--- config.mk ---
export PLATFORM = sky130hd
export DESIGN_NAME = ilk_slave
export DESIGN_NICKNAME = d
export VERILOG_FILES = /design/src/rtl/ilk_pkg.sv /design/src/rtl/ilk_sync.sv /design/src/rtl/ilk_decode.sv /design/src/rtl/ilk_regfile.sv /design/src/rtl/ilk_slave.sv
export SDC_FILE = /design/constraint.sdc
export NUM_CORES = 1
export LEC_CHECK = 0
export ABC_AREA = 1
export BUFFER_PORTS_ARGS = -buffer_cell sky130_fd_sc_hd__buf_4
export CAP_MARGIN = 15
export CORE_MARGIN = 4
export CORE_UTILIZATION = 54
export CTS_CLUSTER_DIAMETER = 80
export DETAILED_ROUTE_END_ITERATION = 8
export PLACE_DENSITY = 0.77
export SYNTH_ARGS = -nofsm -noshare
export SYNTH_HDL_FRONTEND = slang
export SYNTH_HIERARCHICAL = 1
export SYNTH_SLANG_ARGS = --single-unit
export TNS_END_PERCENT = 10
--- constraint.sdc ---
create_clock -name clk -period 1.9 [get_ports clk]
set_input_delay 0.285 -clock clk [delete_from_list [all_inputs] [get_ports clk]]
set_output_delay 0.285 -clock clk [all_outputs]
set_load 0.02 [all_outputs]
--- src/rtl/ilk_pkg.sv ---
package ilk_pkg;
    typedef enum logic [1:0] {
        ST_IDLE,
        ST_WAIT,
        ST_HOLD,
        ST_SKIP
    } ilk_state_e;
endpackage

--- src/rtl/ilk_sync.sv ---
module ilk_sync #(
    parameter int W = 3
) (
    input  logic         clk,
    input  logic         rst_n,
    input  logic [W-1:0] d_i,
    output logic [W-1:0] q_o
);
    logic [W-1:0] st1_q;
    logic [W-1:0] st2_q;

    for (genvar b = 0; b < W; b++) begin : g_bit
        always_ff @(posedge clk or negedge rst_n) begin
            if (!rst_n) begin
                st1_q[b] <= 1'b1;
                st2_q[b] <= 1'b1;
            end else begin
                st1_q[b] <= d_i[b];
                st2_q[b] <= st1_q[b];
            end
        end
    end

    assign q_o = st2_q;
endmodule

--- src/rtl/ilk_decode.sv ---
module ilk_decode #(
    parameter int          AW     = 24,
    parameter int          RF_AW  = 4,
    parameter logic [3:0]  IO_NIB = 4'hF
) (
    input  logic [AW-1:0]    addr_i,
    input  logic             slot_n_i,
    input  logic [3:0]       slot_id_i,
    input  logic [AW-1:0]    base_i,
    input  logic             base_en_i,
    output logic             hit_o,
    output logic [RF_AW-1:0] idx_o
);
    logic slot_hit;
    logic base_hit;

    always_comb begin
        slot_hit = !slot_n_i && (addr_i[AW-1:AW-4] == IO_NIB)
                   && (addr_i[AW-5:AW-8] == slot_id_i);
        base_hit = slot_n_i && base_en_i
                   && (addr_i[AW-1:RF_AW] == base_i[AW-1:RF_AW]);
        hit_o    = slot_hit || base_hit;
        idx_o    = addr_i[RF_AW-1:0];
    end
endmodule

--- src/rtl/ilk_regfile.sv ---
module ilk_regfile #(
    parameter int DW    = 8,
    parameter int RF_AW = 4
) (
    input  logic             clk,
    input  logic             rst_n,
    input  logic             we_i,
    input  logic [RF_AW-1:0] widx_i,
    input  logic [DW-1:0]    wdata_i,
    input  logic [RF_AW-1:0] ridx_i,
    output logic [DW-1:0]    rdata_o
);
    localparam int DEPTH = 2 ** RF_AW;

    logic [DW-1:0] mem_q [DEPTH];

    for (genvar e = 0; e < DEPTH; e++) begin : g_ent
        always_ff @(posedge clk or negedge rst_n) begin
            if (!rst_n) begin
                mem_q[e] <= '0;
            end else if (we_i && (widx_i == RF_AW'(e))) begin
                mem_q[e] <= wdata_i;
            end
        end
    end

    assign rdata_o = mem_q[ridx_i];
endmodule

--- src/rtl/ilk_slave.sv ---
module ilk_slave
    import ilk_pkg::*;
#(
    parameter int         AW       = 24,
    parameter int         DW       = 8,
    parameter int         RF_AW    = 4,
    parameter logic [3:0] IO_NIB   = 4'hF,
    parameter int         ACC_DLY  = 4,
    parameter int         REC_HOLD = 6
) (
    input  logic          clk,
    input  logic          rst_n,
    input  logic          start_n_i,
    input  logic          wr_n_i,
    input  logic          slot_n_i,
    input  logic [AW-1:0] addr_i,
    input  logic [DW-1:0] data_i,
    input  logic [3:0]    slot_id_i,
    input  logic [AW-1:0] base_i,
    input  logic          base_en_i,
    output logic          end_n_o,
    output logic          end_oe_o,
    output logic [DW-1:0] data_o,
    output logic          data_oe_o
);
    localparam int MAXC = (ACC_DLY > REC_HOLD) ? ACC_DLY : REC_HOLD;
    localparam int CW   = $clog2(MAXC + 1);

    logic [2:0]       sync_q;
    logic             start_s;
    logic             wr_s;
    logic             slot_s;
    logic             hit;
    logic [RF_AW-1:0] idx;

    ilk_state_e       st_q, st_d;
    logic [CW-1:0]    cnt_q;
    logic [RF_AW-1:0] idx_q;
    logic             wr_q;
    logic [DW-1:0]    wdata_q;
    logic             rf_we;
    logic [DW-1:0]    rf_rdata;

    ilk_sync #(.W(3)) u_sync (
        .clk   (clk),
        .rst_n (rst_n),
        .d_i   ({start_n_i, wr_n_i, slot_n_i}),
        .q_o   (sync_q)
    );
    assign start_s = sync_q[2];
    assign wr_s    = sync_q[1];
    assign slot_s  = sync_q[0];

    ilk_decode #(.AW(AW), .RF_AW(RF_AW), .IO_NIB(IO_NIB)) u_dec (
        .addr_i    (addr_i),
        .slot_n_i  (slot_s),
        .slot_id_i (slot_id_i),
        .base_i    (base_i),
        .base_en_i (base_en_i),
        .hit_o     (hit),
        .idx_o     (idx)
    );

    always_comb begin
        st_d = st_q;
        unique case (st_q)
            ST_IDLE: if (!start_s) st_d = hit ? ST_WAIT : ST_SKIP;
            ST_WAIT: if (cnt_q == '0) st_d = ST_HOLD;
            ST_HOLD: if (cnt_q == '0 && start_s) st_d = ST_IDLE;
            ST_SKIP: if (start_s) st_d = ST_IDLE;
        endcase
    end

    always_ff @(posedge clk or negedge rst_n) begin
        if (!rst_n) begin
            st_q    <= ST_IDLE;
            cnt_q   <= '0;
            idx_q   <= '0;
            wr_q    <= 1'b0;
            wdata_q <= '0;
        end else begin
            st_q <= st_d;
            if (st_q == ST_IDLE && st_d == ST_WAIT) begin
                cnt_q   <= CW'(ACC_DLY - 1);
                idx_q   <= idx;
                wr_q    <= !wr_s;
                wdata_q <= data_i;
            end else if (st_q == ST_WAIT && st_d == ST_HOLD) begin
                cnt_q <= CW'(REC_HOLD - 1);
            end else if ((st_q == ST_WAIT || st_q == ST_HOLD) && cnt_q != '0) begin
                cnt_q <= cnt_q - 1'b1;
            end
        end
    end

    assign rf_we = (st_q == ST_WAIT) && (cnt_q == '0) && wr_q;

    ilk_regfile #(.DW(DW), .RF_AW(RF_AW)) u_rf (
        .clk     (clk),
        .rst_n   (rst_n),
        .we_i    (rf_we),
        .widx_i  (idx_q),
        .wdata_i (wdata_q),
        .ridx_i  (idx_q),
        .rdata_o (rf_rdata)
    );

    always_comb begin
        end_oe_o  = (st_q == ST_WAIT) || (st_q == ST_HOLD);
        end_n_o   = !(st_q == ST_HOLD);
        data_oe_o = (st_q == ST_HOLD) && !wr_q;
        data_o    = data_oe_o ? rf_rdata : '0;
    end
endmodule

==> Yosys cells after proc, flatten, opt, wreduce, memory -nomap -nowiden <==
Cells that the tools add are included.
{ "totals": {"word_cells": 104, "output_inout_bits": 11, "ff_bits": 152} }
{ "op_classes": {"n_lt_le_gt_ge": 1, "addsub": 1, "n_eq_ne": 23, "n_mux": 13, "reduce_logical": 38, "bitwise_logic": 1} }
{ "ops": {"columns": ["operator", "n"], "rows": [
  ["4-bit equality test (second input constant)", 9],
  ["8-bit binary-select mux with 4-bit select", 1],
  ["1-bit logical AND", 27],
  ["8-bit 2-to-1 mux", 3],
  ["20-bit equality test", 1],
  ["4-bit by 3-bit equality test with 1-bit output (second input constant)", 4],
  ["2-bit 2-to-1 mux", 5],
  ["3-bit 2-to-1 mux", 3],
  ["4-bit by 2-bit equality test with 1-bit output (second input constant)", 2],
  ["2-bit one-hot mux with 4 select lines", 1],
  ["2-bit equality test (second input constant)", 3],
  ["3-bit nonzero test", 2],
  ["5-bit greater-or-equal comparator (second input constant)", 1],
  ["4-bit inverter with 5-bit output", 1],
  ["2-bit by 1-bit equality test with 1-bit output (second input constant)", 2],
  ["4-bit by 1-bit equality test with 1-bit output (second input constant)", 1],
  ["4-bit equality test", 1],
  ["1-bit zero test", 4],
  ["4-bit zero test", 1],
  ["3-bit zero test", 1],
  ["3-bit by 1-bit subtractor with 3-bit output (second input constant)", 1],
  ["2-bit zero test", 1],
  ["1-bit logical OR", 2]
]} }

==> Logic depth before layout (Yosys ltp) <==
Gate-level depths: netlist of run 1.
{ "logic_depth": {"ltp_word": 11, "mapped_depth": 15, "ltp_nobuf": 15} }

==> Hierarchy <==
Netlist of run 1, hierarchy kept.
{ "modules_own_cells": {"columns": ["module", "seq_area_each_um2", "area_per_inst_um2", "cells_per_inst", "instances"], "rows": [
  ["ilk_regfile", 3203.1, 6262.3, 834, 1],
  ["ilk_slave", 450.4, 1068.5, 127, 1],
  ["ilk_decode", 0.0, 518.0, 127, 1],
  ["ilk_sync", 157.7, 157.7, 6, 1]
]} }

==> Least setup slack after synthesis of run 1 <==
OpenSTA, ideal clock, no wires.
{ "synth_path": {"kind": "flip-flop to output port", "startpoint": "reg st_q[0]", "endpoint": "out data_o[0]", "setup_slack_ns": -0.065, "required_time_ns": 1.615, "arrival_time_ns": 1.680, "stages_incl_launch_ff": 7, "cell_sequence": "dfrtp_1 > inv_1 > ha_1 > inv_1 > nor2_1 > inv_1 > nor2_1"} }
{ "synth_via": {"elab_chain_cells": 3} }
{ "synth_lines": {"columns": ["element", "line", "rtl"], "rows": [
  ["from (decl)", "ilk_slave.sv:36", "ilk_state_e st_q, st_d;"],
  ["from (signal assigned)", "ilk_slave.sv:82", "st_q <= st_d;"],
  ["2-bit equality test", "ilk_slave.sv:111", "data_oe_o = (st_q == ST_HOLD) && !wr_q;"],
  ["1-bit logical AND", "ilk_slave.sv:111", null],
  ["via data_oe_o", "ilk_slave.sv:24", "output logic data_oe_o"],
  ["8-bit 2-to-1 mux", "ilk_slave.sv:112", "data_o = data_oe_o ? rf_rdata : '0;"],
  ["to (decl)", "ilk_slave.sv:23", "output logic [DW-1:0] data_o,"]
]} }
The timed path passes the listed nets, and every way through them passes these cells.

==> Final worst setup path of run 1 <==
{ "layout_path": {"startpoint": "reg idx_q[0]", "endpoint": "out data_o[5]"} }
{ "layout_via": {"elab_chain_cells": 5} }
{ "layout_lines": {"columns": ["element", "line", "rtl"], "rows": [
  ["from (decl)", "ilk_slave.sv:38", "logic [RF_AW-1:0] idx_q;"],
  ["from (signal assigned)", "ilk_slave.sv:85", "idx_q <= idx;"],
  ["4-bit inverter with 5-bit output (implied by the code)", "ilk_regfile.sv:27", "assign rdata_o = mem_q[ridx_i];"],
  ["8-bit binary-select mux with 4-bit select", "ilk_regfile.sv:27", null],
  ["8-bit 2-to-1 mux (implied by the code) (2 in a row)", "ilk_regfile.sv:27", null],
  ["via rf_rdata[5]", "ilk_slave.sv:42", "logic [DW-1:0] rf_rdata;"],
  ["8-bit 2-to-1 mux", "ilk_slave.sv:112", null]
]} }
The timed path passes the listed nets, and every way through them passes these cells. The select of a mux whose other input is x is not followed.

==> results of run 1 <==
## worst paths after layout
kind                                              end                 startpoint  cells past startpoint  slack (ns)
setup / recovery                            data_o[5]       idx_q[0]$_DFFE_PN0P_                     11       -0.40
hold / removal                 wdata_q[4]$_DFFE_PN0P_                  data_i[4]                      3        0.10
setup reg to reg           u_rf/mem_q[90]$_DFFE_PN0P_          st_q[1]$_DFF_PN0_                      9       -0.06
hold reg to reg               u_sync/q_o[2]$_DFF_PN1_  u_sync/st1_q[2]$_DFF_PN1_                      0        0.36
max in group asynchronous  u_rf/mem_q[61]$_DFFE_PN0P_                      rst_n                      3        0.96
min in group asynchronous      wdata_q[4]$_DFFE_PN0P_                      rst_n                      2        0.35
## worst max-delay path, delay by kind of cell, from the launching register on
| family | cells | cell delay, ns |
|---|---|---|
| DFF | 1 | 0.47 |
| and+or+nand+nor | 7 | 0.60 |
| buffers and inverters | 4 | 0.51 |
## repair_timing
item                       in CTS  in global routing
setup endpoints to repair      28                117
resized for setup              36                 95
buffers inserted                2                  4
hold endpoints to repair       36                  0
pin swaps                       8                 60
hold buffers                    4                  0
cloned                          3                 11
## per-stage QoR
step	instances	util	hold slack [ns]	TNS [ns]	area (um^2)
finish	1387	0.715	0.105	-3.03	10400
detailed placement	1331	0.608	0.244	0	8830
global route	1387	0.715	0.109	-7.62	10400
floorplan	1094	-	-0.0106	0	8010
CTS	1372	0.672	0.0984	-2.93	9760
global placement	1331	0.608	0.243	0	8830
## per-layer routing
metal	wire length, um	track usage
met5	0	0
met4	1030	0.112
met3	1740	0.0561
met2	11500	0.436
met1	8960	0.318
## registers in the layout, indices dropped and copies added (netlist names)
| name | cells |
|---|---|
| cnt_q | 3 |
| u_sync/st1_q | 3 |
| st_q | 2 |
| wdata_q | 8 |
| idx_q | 4 |
| u_sync/q_o | 3 |
| wr_q | 1 |
| u_rf/mem_q | 128 |
## cell usage in the layout (no fill, tap or decap), drive strengths merged
cell type | Yosys | layout
bufinv | 0 | 5
inv | 183 | 183
nand4 | 2 | 2
dlygate4sd3 | 0 | 4
nor2 | 27 | 27
clkbuf | 23 | 27
o211ai | 1 | 1
o21ai | 148 | 148
dfrtp | 146 | 146
nand2 | 393 | 393
a21oi | 4 | 4
nor3 | 4 | 4
ha | 6 | 6
clkinv | 0 | 6
nand3 | 115 | 115
xnor2 | 1 | 1
o22ai | 1 | 1
xor2 | 2 | 2
buf | 32 | 119
clkinvlp | 0 | 3
dfstp | 6 | 6
## final cells by class
cell class	instances	area share
flip-flops and latches	152	0.367
multi-input cells	704	0.348
repair buffers	132	0.134
inverters	183	0.0672
clock buffers	18	0.0413
well taps	184	0.0222
clock inverters	14	0.0196
## cells by family (layout without fill, tap and decap cells)
kind of cell	after synthesis	after routing	share of synthesized area
AND/OR/NAND/NOR	541	541	0.278
buffers and inverters	238	347	0.129
AO/OA/AOI/OAI	154	154	0.104
flip-flops	152	152	0.476
adder cells (fa/ha/maj)	6	6	0.00938
XOR/XNOR	3	3	0.00328
## power groups by stage
stage	registers, mW	clock network, mW	logic [mW]
6_report	4.11	3.67	6.95
5_1_grt	4.16	3.84	7.42
4_1_cts	4.05	3.68	5.58
3_5_place_dp	4.10	0	5.00
3_3_place_gp	4.08	0	4.89
2_1_floorplan	4.03	0	3.33
==> impl_results.md, run 1 <==
- Outcome: finished with violations
- Failing checks: negative setup slack
- Grt total ovfl: 0
- Nets: 1262
- Post-synth top area share: 0.456
- Clock Sinks: 152
- Net Sw Power: 5.98 mW
- RSZ-0062 raised after global routing: yes
- DRT Pass-1 Iters: 6
- Fin Clk Skew: 0.00868 ns
- Die Y: 130 um
- Clk_lat worst skew: 0.43 ns
- Fmax: 435 MHz
- Critical Path Start Type: flop
- Clock buffer count from CTS: 17
- Max VDD drop: 0.897 mV
- CP dominant cell by count: nand2_2
- Synth top area cells: dfrtp_1, nand2_1, inv_1
- Via count: 7558
- Worst setup EP type: output port
- Syn Area/Cell: 7.32 um^2
- Commonest cells in the netlist: nand2_1, inv_1, dfrtp_1, o21ai_0, nand3_1
- Area occupied by multi-input gates: 0.00362 mm^2
- Number of H-tree levels: 4
- Cell Chain, Critical Path: buf_12 > buf_12 > nand2_1 > nand2_2 > nand2_2 > nand3_2 > nand3_2 > nand2_2 > inv_1 > nor2_1 > buf_4
- N_diodes: 0
- Pin count of the biggest net entering global routing: 43
- Syn Nets: 1166
- CP Data Arrival Time: 2.02 ns
- Final Power: 14.7 mW
- Part of the Yosys area used for sequential elements: 0.476
- Io pins: 77
- Avg WL per Cell: 16.8 um
- Internal cell power: 8.74 mW
- Async set-reset flop share out of synthesis: 1.00
- Clock Power Share: 0.249
- Placeable Area: 0.0145 mm^2
- DRC: 0
- Seq cells post-synth: 152
- Yosys warns: 6
- HP Class: in2reg
- DRT iter0 DRCs: 921
- Critical Path Fanout Max: 7
- RePlAce Congestion: 0.823
- Crit path max-delay cell type: dfrtp_2
- Std cell rows: 44
- Die footprint: 0.0168 mm^2
- Relative slew slack: 0.548
- Layout cells sized above 1: 0.249
- Worst endpoint required time: 1.62 ns
- Switch share: 0.406
- Post-synth top area cell: dfrtp_1
- Netlist cell types: 29
- Reg clk slew, reported paths: 0.06 ns
- Post-DRT Antenna Nets: 0
- Vias in the first global route: 6903
- Deepest clock path buffer count: 2
- Actual slew at the worst max-slew pin: 0.677 ns
- Area grow syn2layout: 29.8%
- Crit-path max cell delay: 0.47 ns
- Post-Synthesis Cells: 1094
- Die Width: 130 um
- Critical path class: reg2out
- Final WS setup: -0.401 ns
- Pwr per Cell Area: 1420 mW/mm^2
- Filler cells: 1056
- Final setup fails: 15
- Post-Route WL: 23200 um
- Vias per cell: 5.45
- Top FF cell, synth: dfrtp_1
- Port Buffer Count: 72
- Initial Utilization: 0.551
- First-pass GRT wire length: 33700 um
- EDFF count, synth: 0
- Initial antenna violation count: 0
- CTS tree: done
- DP Wirelength: 12500 um
- Max-cap violation count: 0
- Register area: 0.00381 mm^2
- Synthesized area: 0.00801 mm^2
- Final hold vios: 0
- Combinational share of power: 0.472
- Most common cell in the synthesized netlist: nand2_1
- Ratio of final minimum period to clock period: 1.21
- Dpl ws: 0.00825 ns
- LEAKAGE: 5.15 nW
- Root Buffer: clkbuf_16
- Sequential cell fraction of total power: 0.279
- Final Slew Violations: 0
- Time the worst path needs with I/O delays and setup: 2.30 ns
- Tot GR Track Use: 0.257
Note: power is estimated with default switching activity, not from simulation.
==> inputs of run 2 (changes only) <==
--- a/config.mk
+++ b/config.mk
@@ -9,10 +9,9 @@
 export BUFFER_PORTS_ARGS = -buffer_cell sky130_fd_sc_hd__buf_4
 export CAP_MARGIN = 15
 export CORE_MARGIN = 4
-export CORE_UTILIZATION = 54
+export CORE_UTILIZATION = 35
 export CTS_CLUSTER_DIAMETER = 80
 export DETAILED_ROUTE_END_ITERATION = 8
-export PLACE_DENSITY = 0.77
 export SYNTH_ARGS = -nofsm -noshare
 export SYNTH_HDL_FRONTEND = slang
 export SYNTH_HIERARCHICAL = 1
==> run 2 against run 1 <==
The flow still finishes with violations (negative setup slack). Critical path depth is 2 lower. Combinational power down 10%. Sequential cell count stayed put. Routed wire length decreased by 6.2%. Register-to-register slack improved by 0.07 ns. Utilization decreased by 26 points. Worst hold slack better by 0.00059 ns. Setup slack gained 0.026 ns. Critical path type unchanged. Critical endpoint is now data_o[2]. Largest cell class unchanged.
==> impl_results.md, run 2 (synthesis gave the netlist of run 1 again) <==
- WHS: 0.105 ns (+0.000588 ns)
- Tot GR Track Use: 0.169 (-0.0879)
- DRT Pass-1 Iters: 5 (-1)
- Commonest non-fill, non-tap cell in the layout: nand2_1
- Actual slew at the worst max-slew pin: 0.670 ns (-0.00706 ns)
- Vias in the first global route: 6685 (-3.2%)
- Root Buffer: clkbuf_16
- Deepest clock path buffer count: 2 (unchanged)
- Max reg flops: 128 (unchanged)
- DP Wirelength: 13800 um (+10%)
- Crit. Startpoint: idx_q[0]$_DFFE_PN0P_
- Number of H-tree levels: 4 (unchanged)
- Cell Chain, Critical Path: bufbuf_16 > nand2_1 > nand3_1 > nand3_2 > nand3_2 > nand2_1 > inv_1 > nor2_1 > buf_4
- Worst endpoint required time: 1.62 ns (about the same)
- Outcome: finished with violations
- Clock Power Share: 0.264 (+0.015)
- TNS Setup: -2.84 ns (+0.196 ns)
- Critical Path Start Type: flop
- Relative slew slack: 0.553 (+0.00471)
- Critical Path Fanout Max: 6 (-1)
- Port Buffer Count: 72 (unchanged)
- Fmax: 440 MHz (+1.1%)
- Highest-count cells in the layout ignoring fill and taps: nand2_1, inv_1, dfrtp_1, o21ai_0, buf_4
- Fin Clk Skew: 0.00832 ns (-0.000365 ns)
- Final WS setup: -0.375 ns (+0.0255 ns)
- Sequential cell fraction of total power: 0.292 (+0.013)
- Clock buffer count from CTS: 17 (unchanged)
- Grt total ovfl: 0 (unchanged)
- Initial Utilization: 0.355 (-0.196)
- Crit-path max cell delay: 0.51 ns (+0.04 ns)
- Internal cell power: 8.52 mW (-2.5%)
- R2R Setup Slk: 0.01 ns (+0.07 ns)
- HP Class: in2reg
- First-pass GRT wire length: 34500 um (+2.4%)
- CP Depth: 9 (-2)
- Pin count of the biggest net entering global routing: 38 (-12%)
- Largest Register: u_rf/mem_q
- Via count: 7032 (-7.0%)
- Reg clk slew, reported paths: 0.06 ns (about the same)
- Avg WL per Cell: 14.6 um (-13%)
- Switch share: 0.393 (-0.0137)
- Vias per cell: 4.72 (-13%)
- Die footprint: 0.0254 mm^2 (+51%)
- LEAKAGE: 5.08 nW (-1.3%)
- DRT iter0 DRCs: 518 (-44%)
- Post-Route WL: 21800 um (-6.2%)
- Std cell rows: 55 (+25%)
- Clk_lat worst skew: 0.43 ns (about the same)
- Largest regs: u_rf/mem_q x128, wdata_q x8, idx_q x4
- Io pins: 77 (unchanged)
- Crit path to: data_o[2]
- Worst setup EP type: output port
- Combinational share of power: 0.445 (-0.027)
- Worst r2r path cells: 9 (unchanged)
- RePlAce Congestion: 0.809 (-1.8%)
- Buf/Inv on CP: 3 (-1)
- Worst hold stages: 3 (unchanged)
- Layout cells sized above 1: 0.210 (-0.0394)
- Max-cap violation count: 0 (unchanged)
- Time the worst path needs with I/O delays and setup: 2.28 ns (-0.0255 ns)
- N_diodes: 0 (unchanged)
- CTS tree: done
- Placeable Area: 0.0226 mm^2 (+55%)
- Initial antenna violation count: 0 (unchanged)
- Crit Reg-Reg Startpoint: idx_q[0]$_DFFE_PN0P_
- DRC: 0 (unchanged)
- Die Width: 159 um (+23%)
- Die Y: 159 um (+23%)
- Pwr per Cell Area: 1370 mW/mm^2 (-3.2%)
- Area grow syn2layout: 27.7%
- Ratio of final minimum period to clock period: 1.20 (-0.0134)
- Clock Sinks: 152 (unchanged)
- Crit path max-delay cell type: dfrtp_2
- CP Data Arrival Time: 1.99 ns (-0.03 ns)
- RSZ-0062 raised after global routing: yes
- Crit-path leading delay family: simple AND/OR/NAND/NOR gates
- R2R Path End: u_rf/mem_q[115]$_DFFE_PN0P_
- Nets: 1265 (+0.24%)
- Failing checks: negative setup slack
- Critical path class: reg2out
- Final hold vios: 0 (unchanged)
- Final Slew Violations: 0 (unchanged)
- Net Sw Power: 5.51 mW (-8.0%)
- Max VDD drop: 0.712 mV (-21%)
- Post-DRT Antenna Nets: 0 (unchanged)
- Final setup fails: 8 (-7)
[run 2: cell count changes in the layout (fill, tap and decap cells not counted), sizes merged]
cell / change
bufbuf: +1
clkinvlp: +1
clkinv: -4
buf: +7
inv: +1
clkbuf: -4
[run 2: worst register-to-register path, cell delays in order (launching register included)]
cell	delay [ns]
dfrtp_2	0.52
buf_8	0.17
buf_12	0.14
buf_4	0.14
inv_1	0.04
nor2_1	0.23
nand3_1	0.11
buf_4	0.22
nand2_1	0.08
o21ai_0	0.08
[run 2: final cells by class]
cell class	instances	area [um^2]
multi-input cells	704	3410
well taps	285	357
fillers	2247	12300
clock inverters	12	199
flip-flops and latches	152	3810
clock buffers	19	443
repair buffers	135	1300
inverters	183	694
[run 2: worst min-delay path by stage]
stage | endpoint | from | slack [ns]
after global routing | wdata_q[7]$_DFFE_PN0P_ | data_i[7] | 0.09
after detailed placement | u_rf/mem_q[125]$_DFFE_PN0P_ | rst_n | 0.19
after floorplan | cnt_q[0]$_DFFE_PN0P_ | rst_n | -0.01
after global placement | u_rf/mem_q[126]$_DFFE_PN0P_ | rst_n | 0.20
after CTS | wdata_q[4]$_DFFE_PN0P_ | data_i[4] | 0.09
final | wdata_q[4]$_DFFE_PN0P_ | data_i[4] | 0.11
[run 2: power groups by stage]
stage | clock [mW] | sequential (mW) | combinational (mW)
detailed placement | 0 | 4.09 | 5.25
floorplan | 0 | 4.03 | 3.33
global route | 3.91 | 4.15 | 6.87
finish | 3.70 | 4.09 | 6.24
CTS | 3.76 | 4.07 | 5.72
global placement | 0 | 4.08 | 5.18
[run 2: repair_timing]
action,in CTS,in global routing
gates cloned,2,4
hold endpoints to repair,28,0
gates resized for setup,33,38
setup buffers,3,2
hold buffers,4,0
endpoints found under the setup margin,9,143
pin swaps,9,15
[run 2: per-layer routing]
layer | vias up | routed length (um) | track usage
met1 | 3302 | 9700 | 0.214
met4 | 0 | 623 | 0.0682
met5 | - | 0 | 0
met2 | 134 | 10700 | 0.286
met3 | 35 | 761 | 0.0326
li1 | 3561 | - | -
[run 2: metrics by stage]
step	power [mW]	worst slack [ns]	util	std cells	area, um^2
final	14.0	-0.375	0.453	1490	10200
after global routing	14.9	-0.499	0.453	1490	10200
after CTS	13.6	-0.367	0.442	1484	9970
after detailed placement	9.34	0.0271	0.401	1444	9050
after global placement	9.26	0.0318	0.401	1444	9050
after floorplan	7.36	0.0229	-	1094	8010
==> inputs of run 3 (changes only) <==
==> constraint.sdc (replaced) <==
create_clock -name clk -period 2.69 [get_ports clk]
set_input_delay 0.4035 -clock clk [delete_from_list [all_inputs] [get_ports clk]]
set_output_delay 0.4035 -clock clk [all_outputs]
set_load 0.02 [all_outputs]
==> run 3 against run 2 <==
Global-route usage fell by 0.14 points. Final area fell by 7.8%. Highest routed layer unchanged. Sequential cell count did not move. Combinational power fell by 46%. The flow now finishes without violations. Power fell by 37%. Worst hold slack got worse by 0.021 ns. Count of clock-buffer cells in the layout rose by 2. Cell count fell by 2.7%.
==> impl_results.md, run 3 (synthesis gave the netlist of run 1 again) <==
- Cell Chain, Critical Path: clkinv_2 > buf_12 > nand2_1 > nand3_1 > nand3_1 > nand3_1 > nand2_1 > inv_1 > nor2_1 > buf_4
- Layout cells sized above 1: 0.138 (-0.0718)
- Final WS setup: 0.161 ns (+0.536 ns)
- Met1 Track Usage GR: 0.207 (-0.00668)
- Final setup fails: 0 (-8)
- Avg WL per Cell: 14.4 um (-1.7%)
- Max-cap violation count: 0 (unchanged)
- Post-CTS Setup Bufs: 0 (-3)
- Design area: 0.00942 mm^2 (-7.8%)
- Port Buffer Count: 72 (unchanged)
- Via count: 6833 (-2.8%)
- Die footprint: 0.0254 mm^2 (unchanged)
- Buf/Inv on CP: 4 (+1)
- Filler cells: 2328 (+3.6%)
- Actual slew at the worst max-slew pin: 0.689 ns (+0.0191 ns)
- DRT Pass-1 Iters: 6 (+1)
- Commonest non-fill, non-tap cell in the layout: nand2_1
- LEAKAGE: 4.73 nW (-7.0%)
- Io pins: 77 (unchanged)
- Critical Path Fanout Max: 25 (+19)
- Root Buffer: clkbuf_16
- Clk_lat worst skew: 0.42 ns (about the same)
- Final hold vios: 0 (unchanged)
- CP Data Arrival Time: 2.13 ns (+0.14 ns)
- GR peak layer: met2
- Deepest clock path buffer count: 2 (unchanged)
- Max VDD drop: 0.438 mV (-38%)
- Fin Clk Skew: 0.00764 ns (-0.000682 ns)
- DRT iter0 DRCs: 481 (-7.1%)
- Nets: 1224 (-3.2%)
- Initial antenna violation count: 0 (unchanged)
- Area grow syn2layout: 17.7%
- Worst endpoint required time: 2.29 ns (+0.67 ns)
- Number of H-tree levels: 4 (unchanged)
- Highest-count cells in the layout ignoring fill and taps: nand2_1, inv_1, dfrtp_1, o21ai_0, nand3_1
- Critical Path Start Type: flop
- Clock Sinks: 152 (unchanged)
- WHS: 0.0843 ns (-0.0210 ns)
- RSZ-0062 raised after global routing: no
- Post-DRT Antenna Nets: 0 (unchanged)
- Cell Area, Placed: 0.00875 mm^2 (-3.3%)
- Largest regs: u_rf/mem_q x128, wdata_q x8, idx_q x4
- DP Wirelength: 13200 um (-4.9%)
- Reg clk slew, reported paths: 0.06 ns (about the same)
- Grt met3 use: 0.0277 (-0.00492)
- Ratio of final minimum period to clock period: 0.940
- Worst setup EP type: output port
- Crit-path leading delay family: buffers and inverters
- Dpl ws: 0.455 ns (+0.428 ns)
- Vias per cell: 4.71 (-0.15%)
- Final Slew Violations: 0 (unchanged)
- DRC: 0 (unchanged)
- Time the worst path needs with I/O delays and setup: 2.53 ns
- Crit-path max cell delay: 0.39 ns (-0.12 ns)
- HP Class: in2reg
- Tot GR Track Use: 0.168 (-0.00140)
- RePlAce Congestion: 0.789 (-2.4%)
- Pin count of the biggest net entering global routing: 70 (+84%)
- Outcome: completed
- Std cell rows: 55 (unchanged)
- Clock buffer count from CTS: 17 (unchanged)
- Die Width: 159 um (unchanged)
- TNS Setup: 0 ns (+2.84 ns)
- Max reg flops: 128 (unchanged)
- Crit path max-delay cell type: dfrtp_2
- N_diodes: 0 (unchanged)
- CTS tree: done
- First-pass GRT wire length: 34400 um (-0.34%)
- Vias in the first global route: 6589 (-1.4%)
- Grt total ovfl: 0 (unchanged)
- Relative slew slack: 0.540 (-0.0127)
- Placeable Area: 0.0226 mm^2 (unchanged)
- Critical path class: reg2out
- Pwr per Cell Area: 940 mW/mm^2 (-31%)
- Fmax: 395 MHz
- Die Y: 159 um (unchanged)
- CP dominant cell by count: nand3_1
- Largest Register: u_rf/mem_q
- M2 GR Usage: 0.298 (+0.0119)
- Initial Utilization: 0.355 (unchanged)
- Post-Route WL: 20900 um (-4.4%)
-- run 3: final cells by class --
type                       count  area [um^2]  share of cell area
clock buffer                  21          480              0.0510
clock inverter                11          168              0.0178
inverter                     183          688              0.0731
multi-input combinational    704         3160               0.336
sequential                   152         3810               0.405
tap                          285          357              0.0379
timing repair buffer          94          753              0.0800
-- run 3: final timing paths --
kind	start	to	slack (ns)	depth (start not counted)
max	idx_q[0]$_DFFE_PN0P_	data_o[0]	0.16	10
min	start_n_i	u_sync/st1_q[2]$_DFF_PN1_	0.08	1
max reg2reg	st_q[1]$_DFF_PN0_	u_rf/mem_q[92]$_DFFE_PN0P_	0.38	10
min reg2reg	u_sync/st1_q[0]$_DFF_PN1_	u_sync/q_o[0]$_DFF_PN1_	0.35	0
max in group asynchronous	rst_n	u_sync/st1_q[0]$_DFF_PN1_	1.42	3
min in group asynchronous	rst_n	u_rf/mem_q[36]$_DFFE_PN0P_	0.50	2
-- run 3: power breakdown --
group | switching, mW | total, mW | internal [mW]
registers | 0.235 | 2.87 | 2.64
clock network | 0.954 | 2.61 | 1.65
logic | 2.33 | 3.38 | 1.05
-- run 3: metrics by stage --
stage / power, mW / utilization / std cells
finish: 8.86 / 0.417 / 1450
CTS: 8.91 / 0.417 / 1450
floorplan: 5.19 / - / 1094
global route: 9.45 / 0.417 / 1450
global placement: 6.25 / 0.388 / 1417
detailed placement: 6.29 / 0.388 / 1417
-- run 3: worst register-to-register path, stage by stage, from the launching register on --
cell and delay, ns:
dfrtp_1 0.43, inv_1 0.13, ha_1 0.25, nand3_1 0.14
nor2_1 0.10, buf_4 0.15, inv_1 0.09, nor3_2 0.20
nand2_1 0.39, nand2_1 0.16, o21ai_0 0.11
-- run 3: per-layer routing --
layer  wire length, um  part of all wire  vias to the layer above
met5                 0                 0                        -
met4               434             0.021                        0
met3               629             0.030                       26
met2             10700              0.51                      118
met1              9050              0.43                     3223
li1                  -                 -                     3466
-- run 3: repair_timing --
action	CTS	global route
endpoints found under the setup margin	0	8
hold endpoints to repair	48	0
hold buffers	1	0
gates resized for setup	0	3
